==> src/rtl/amem_wr_seq.sv <==
module amem_wr_seq #(
  parameter int NUM_CS = 4,
  parameter int CS_W   = $clog2(NUM_CS),
  parameter int ADDR_W = 20,
  parameter int BA_W   = 2,
  parameter int TA_W   = 2,
  parameter int SU_W   = 4,
  parameter int ST_W   = 6,
  parameter int HD_W   = 3
) (
  input  logic                                         clk,
  input  logic                                         rst_n,
  input  logic                                         req_valid,
  output logic                                         req_ready,
  input  logic [CS_W-1:0]                              req_cs,
  input  logic [ADDR_W-1:0]                            req_addr,
  input  logic [BA_W-1:0]                              req_bank,
  input  logic [31:0]                                  req_data,
  input  logic [1:0]                                   req_width,
  input  logic [NUM_CS*(TA_W+SU_W+ST_W+HD_W)-1:0]      cfg_timing,
  output logic [NUM_CS-1:0]                            mem_cs_n,
  output logic                                         mem_rw,
  output logic                                         mem_we_n,
  output logic                                         mem_oe_n,
  output logic [ADDR_W+1:0]                            mem_addr,
  output logic [BA_W-1:0]                              mem_ba,
  output logic [31:0]                                  mem_dq,
  output logic                                         mem_dq_oe
);
  localparam int FW = TA_W + SU_W + ST_W + HD_W;
  localparam int M1 = (SU_W > ST_W) ? SU_W : ST_W;
  localparam int M2 = (HD_W > TA_W) ? HD_W : TA_W;
  localparam int CW = (M1 > M2) ? M1 : M2;

  typedef enum logic [2:0] {S_IDLE, S_TURN, S_SETUP, S_STRB, S_HOLD} st_t;

  st_t               st;
  logic [CW-1:0]     cnt;
  logic [CS_W-1:0]   cs_q, last_cs;
  logic              chain;
  logic [ADDR_W+1:0] a_q;
  logic [BA_W-1:0]   ba_q;
  logic [31:0]       d_q;
  logic [1:0]        w_q, beat;
  logic [SU_W-1:0]   su_q;
  logic [ST_W-1:0]   stb_q;
  logic [HD_W-1:0]   hd_q;

  logic [FW-1:0] req_fld, cur_fld, sel_fld;
  logic [TA_W-1:0] ta_sel;
  logic [SU_W-1:0] su_sel;
  logic [ST_W-1:0] st_sel;
  logic [HD_W-1:0] hd_sel;
  logic skip_ta, last_beat, hold_done, active;

  assign req_fld = cfg_timing[req_cs*FW +: FW];
  assign cur_fld = cfg_timing[cs_q*FW +: FW];
  assign sel_fld = (st == S_IDLE) ? req_fld : cur_fld;
  assign su_sel  = sel_fld[SU_W-1:0];
  assign st_sel  = sel_fld[SU_W +: ST_W];
  assign hd_sel  = sel_fld[SU_W+ST_W +: HD_W];
  assign ta_sel  = sel_fld[SU_W+ST_W+HD_W +: TA_W];

  assign skip_ta   = chain && (req_cs == last_cs);
  assign last_beat = (w_q == 2'd0) ? (beat == 2'd3) :
                     (w_q == 2'd1) ? (beat == 2'd1) : 1'b1;
  assign hold_done = (st == S_HOLD) && (cnt == '0);
  assign req_ready = hold_done && last_beat;
  assign active    = (st == S_SETUP) || (st == S_STRB) || (st == S_HOLD);

  assign mem_cs_n  = active ? ~(NUM_CS'(1) << cs_q) : '1;
  assign mem_rw    = !active;
  assign mem_we_n  = (st != S_STRB);
  assign mem_oe_n  = 1'b1;
  assign mem_addr  = active ? a_q : '0;
  assign mem_ba    = active ? ba_q : '0;
  assign mem_dq_oe = active;
  assign mem_dq    = !active        ? 32'd0 :
                     (w_q == 2'd0)  ? {24'd0, d_q[7:0]} :
                     (w_q == 2'd1)  ? {16'd0, d_q[15:0]} : d_q;

  always_ff @(posedge clk or negedge rst_n) begin
    if (!rst_n) begin
      st      <= S_IDLE;
      cnt     <= '0;
      cs_q    <= '0;
      last_cs <= '0;
      chain   <= 1'b0;
      a_q     <= '0;
      ba_q    <= '0;
      d_q     <= '0;
      w_q     <= '0;
      beat    <= '0;
      su_q    <= '0;
      stb_q   <= '0;
      hd_q    <= '0;
    end else begin
      case (st)
        S_IDLE: begin
          chain <= 1'b0;
          if (req_valid) begin
            cs_q <= req_cs;
            a_q  <= {req_addr, 2'b00};
            ba_q <= req_bank;
            d_q  <= req_data;
            w_q  <= req_width;
            beat <= '0;
            if (skip_ta) begin
              st    <= S_SETUP;
              su_q  <= su_sel;
              stb_q <= st_sel;
              hd_q  <= hd_sel;
              cnt   <= CW'(su_sel);
            end else begin
              st  <= S_TURN;
              cnt <= (ta_sel == '0) ? '0 : CW'(ta_sel) - CW'(1);
            end
          end
        end
        S_TURN: begin
          if (cnt == '0) begin
            st    <= S_SETUP;
            su_q  <= su_sel;
            stb_q <= st_sel;
            hd_q  <= hd_sel;
            cnt   <= CW'(su_sel);
          end else begin
            cnt <= cnt - CW'(1);
          end
        end
        S_SETUP: begin
          if (cnt == '0) begin
            st  <= S_STRB;
            cnt <= CW'(stb_q);
          end else begin
            cnt <= cnt - CW'(1);
          end
        end
        S_STRB: begin
          if (cnt == '0) begin
            st  <= S_HOLD;
            cnt <= CW'(hd_q);
          end else begin
            cnt <= cnt - CW'(1);
          end
        end
        S_HOLD: begin
          if (cnt != '0) begin
            cnt <= cnt - CW'(1);
          end else if (last_beat) begin
            st      <= S_IDLE;
            chain   <= 1'b1;
            last_cs <= cs_q;
          end else begin
            st   <= S_SETUP;
            cnt  <= CW'(su_q);
            beat <= beat + 2'd1;
            a_q  <= a_q + ((ADDR_W+2)'(1) << w_q);
            d_q  <= d_q >> (6'd8 << w_q);
          end
        end
        default: st <= S_IDLE;
      endcase
    end
  end
endmodule

==> config.mk <==
export PLATFORM = sky130hd
export DESIGN_NAME = amem_wr_seq
export DESIGN_NICKNAME = d
export VERILOG_FILES = /design/src/rtl/amem_wr_seq.sv
export SDC_FILE = /design/constraint.sdc
export NUM_CORES = 1
export LEC_CHECK = 0
export BUFFER_PORTS_ARGS = -buffer_cell sky130_fd_sc_hd__clkbuf_2
export CAP_MARGIN = 20
export CORE_MARGIN = 10
export CORE_UTILIZATION = 30
export CTS_CLUSTER_DIAMETER = 200
export DETAILED_ROUTE_END_ITERATION = 12
export GPL_TIMING_DRIVEN = 0
export PLACE_DENSITY = 0.61
export SLEW_MARGIN = 25
export SYNTH_ARGS = -nofsm -noshare
export SYNTH_HDL_FRONTEND = slang
export SYNTH_SLANG_ARGS = --single-unit
==> constraint.sdc <==
create_clock -name clk -period 3.7 [get_ports clk]
set_clock_uncertainty 0.05 [all_clocks]
set_input_delay 0.925 -clock clk [delete_from_list [all_inputs] [get_ports clk]]
set_output_delay 0.925 -clock clk [all_outputs]
set_load 0.02 [all_outputs]
==> metrics.cfg <==
[pwr]
power.density_mw_per_mm2=741.6
comb_power_share=0.518
p_seq_frac=0.310
power.internal_uw=2996
pwr-share-clk=0.172
swShare=0.4716
leakage_uw=0.003649
ir_drop_uv=347.7
p_switching_uw=2674

[cells_and_area]
stdcell_count=1206
antennaDiodeCount=0
nets=1063
area_delta_synth_final_pct=28.03
layout-drive-gt1-share=0.2593

[setup_path]
critical_path_class=reg2out
cp-start-kind=flip-flop
critPathRequiredTime_ns=2.72
crit_fanout=6
cp.arrival_ns=2.49
worst_setup_path_end_kind=output port

[cts]
cts_sinks=87
cts_root_buf=clkbuf_16
clkTransAtPathRegs_ns=0.07
clock_latency_ns=0.36
cts_tree=built
cts_buffers=9
htreeDepth=3
cts_max_path_buffers=2
cts.hold.buffers_added=0

[grt]
antenna_found_initial=0
grt_pass1_wl_microns=34890
grt_use_total=0.1645
globalRoute.totalOverflow=0
first_global_vias=6485
grt_max_degree=49

[drt]
wirelength_microns=22150
wl_per_cell_microns=18.36
drtIter0Drc=451
vias=6361
routed_via_density=5.274
drt_pass1_iterations=5
drc_errors=0
ant_nets=0

[synthesis]
synthTopCellsByArea=dfrtp_1 36%, nand2_1 6.5%, and3_1 4.8%
synth_top_cell_area_share=0.3646
synth_commonest_cells=103 x nand2_1, 87 x dfrtp_1, 49 x nor2_1
yosysMostFrequentCell=nand2_1
syn_area_sq_mm=0.005972
ys_types=65
yosysTopAreaCell=dfrtp_1
ys_seq_elements=87
ys_warn_count=0
synth.avg_cell_area_sq_um=8.114
synth.yosys.seq_area_share=0.3646
ys.flop_type=dfrtp_1
syn-num-nets=863
syn_inst=736
synth-edff-count=0
async_flop_share=1.000

[timing]
hold_violations=0
slew_headroom=0.5017
tightestPinTransition_ns=0.7474
period_share=0.9368
fin_crit_ns=3.466
report.final.slew_viol_count=0
whs_ns=0.4245
setup_viol=0
rsz0062_at_grt=no
fmax_ghz=0.2885

[place]
dp_hpwl_microns=17200
numPortBuffers=184
gp_congestion=0.9207
dp_cells=1186

[floorplanning]
initial_core_util=0.3058
die_w_microns=161.1
die_area_sq_mm=0.02595
die_h_microns=161.1
core-area_sq_mm=0.01953
placementRows=51
ios=186

[worst_hold_path]
hp-class=reg2reg

[run_status]
status=completed

[run]
drv_cap=0

-- timing repair --
action	4_1_cts	5_1_grt
pin swaps	0	1
gates cloned	0	0
setup buffers	0	5
gates resized for setup	7	5
setup endpoints to repair	56	37
-- flip-flops by register name (all words and copies together), names as in the netlist --
register	count
d_q	32
a_q	22
beat	2
chain	1
cnt	6
hd_q	3
ba_q	2
su_q	4
stb_q	6
last_cs	2
w_q	2
cs_q	2
st	3
-- cell usage in the layout (no fill, tap or decap), types with 3 or more instances in the layout --
cell type  instances
clkbuf_2         187
nand2_1          103
dfrtp_1           86
nor2_1            48
nor2b_1           46
and3_1            46
clkbuf_1          44
a21oi_1           38
nand3_1           32
a211oi_1          25
nor3_1            24
o21ai_0           21
mux2i_1           18
a311oi_1          18
a31oi_1           16
a21o_1            13
or3_1             12
and2_1             9
clkbuf_16          9
buf_2              8
inv_1              8
o22ai_1            8
mux2_2             7
nand4_1            7
a22oi_1            6
ha_1               6
buf_4              6
buf_1              5
o211ai_1           4
a221oi_1           4
a311o_1            4
nand2b_1           4
xnor2_1            4
or2_2              3
and4_1             3
nor4b_1            3
o2111ai_1          3
-- power by group through the flow --
stage               Clock [uW]  Combinational (uW)  Sequential (uW)
finish                     978                2940             1760
global route              1030                3240             1810
CTS                        986                2890             1740
detailed placement           0                2880             1740
global placement             0                2860             1740
floorplan                    0                2040             1590
-- critical path, stage by stage (launching register included) --
cell	delay, ns
dfrtp_1	0.44
inv_1	0.10
ha_1	0.23
nor3b_1	0.64
o211a_1	0.33
nand2_1	0.14
inv_1	0.09
clkbuf_2	0.17
-- kinds of logic (layout without fill, tap and decap cells) --
logic type,Yosys count,in the layout,synth area share
and+or+nand+nor,356,356,0.3055
buffers and inverters,74,279,0.05133
xor gates and xnor gates,5,5,0.007333
other,1,1,0.0006279
AOI/OAI and AO/OA,179,179,0.2055
DFF,87,87,0.3646
muxes,27,27,0.05091
adders and majority gates,7,7,0.01425
-- area by class of cell --
type / count / area, sq um
buffer: 63 / 270.3
clock buffer: 11 / 242.7
clock inverter: 5 / 63.81
fill: 2111 / 11880
inverter: 10 / 41.29
multi-input combinational: 575 / 3523
sequential: 87 / 2178
tap: 265 / 331.6
timing repair buffer: 190 / 994.7
-- final timing paths --
check	start	endpoint	slack, ns	cells past startpoint
max	cnt[0]	req_ready	0.23	7
max reg2reg	w_q[0]	a_q[17]	0.29	10
max in group asynchronous	rst_n	su_q[0]	2.59	2
min reg2reg	stb_q[1]	stb_q[1]	0.42	1
min in group asynchronous	rst_n	d_q[5]	0.43	1
min	stb_q[1]	stb_q[1]	0.42	1
-- routing by layer --
metal  part of all wire  up-vias  wire length [microns]  GRT usage
li1                   -     3083                      -          -
met1               0.46     2998                  10090     0.2187
met2               0.44      252                   9844     0.2509
met3              0.080       28                   1768    0.04474
met4              0.020        0                    445    0.05749
met5                  0        -                      0          0
-- metrics by stage --
stage | setup TNS (ns) | utilization | power (uW) | area (sq um) | worst slack (ns)
after global routing | 0 | 0.3916 | 6083 | 7646 | 0.07711
after floorplan | 0 | - | 3633 | 5972 | 0.5967
final | 0 | 0.3916 | 5670 | 7646 | 0.2337
after global placement | -6.951 | 0.3700 | 4595 | 7224 | -0.3990
after detailed placement | -6.368 | 0.3718 | 4623 | 7261 | -0.3586
after CTS | 0 | 0.3883 | 5613 | 7582 | 0.02673
Power figures use the tool's default switching activity.
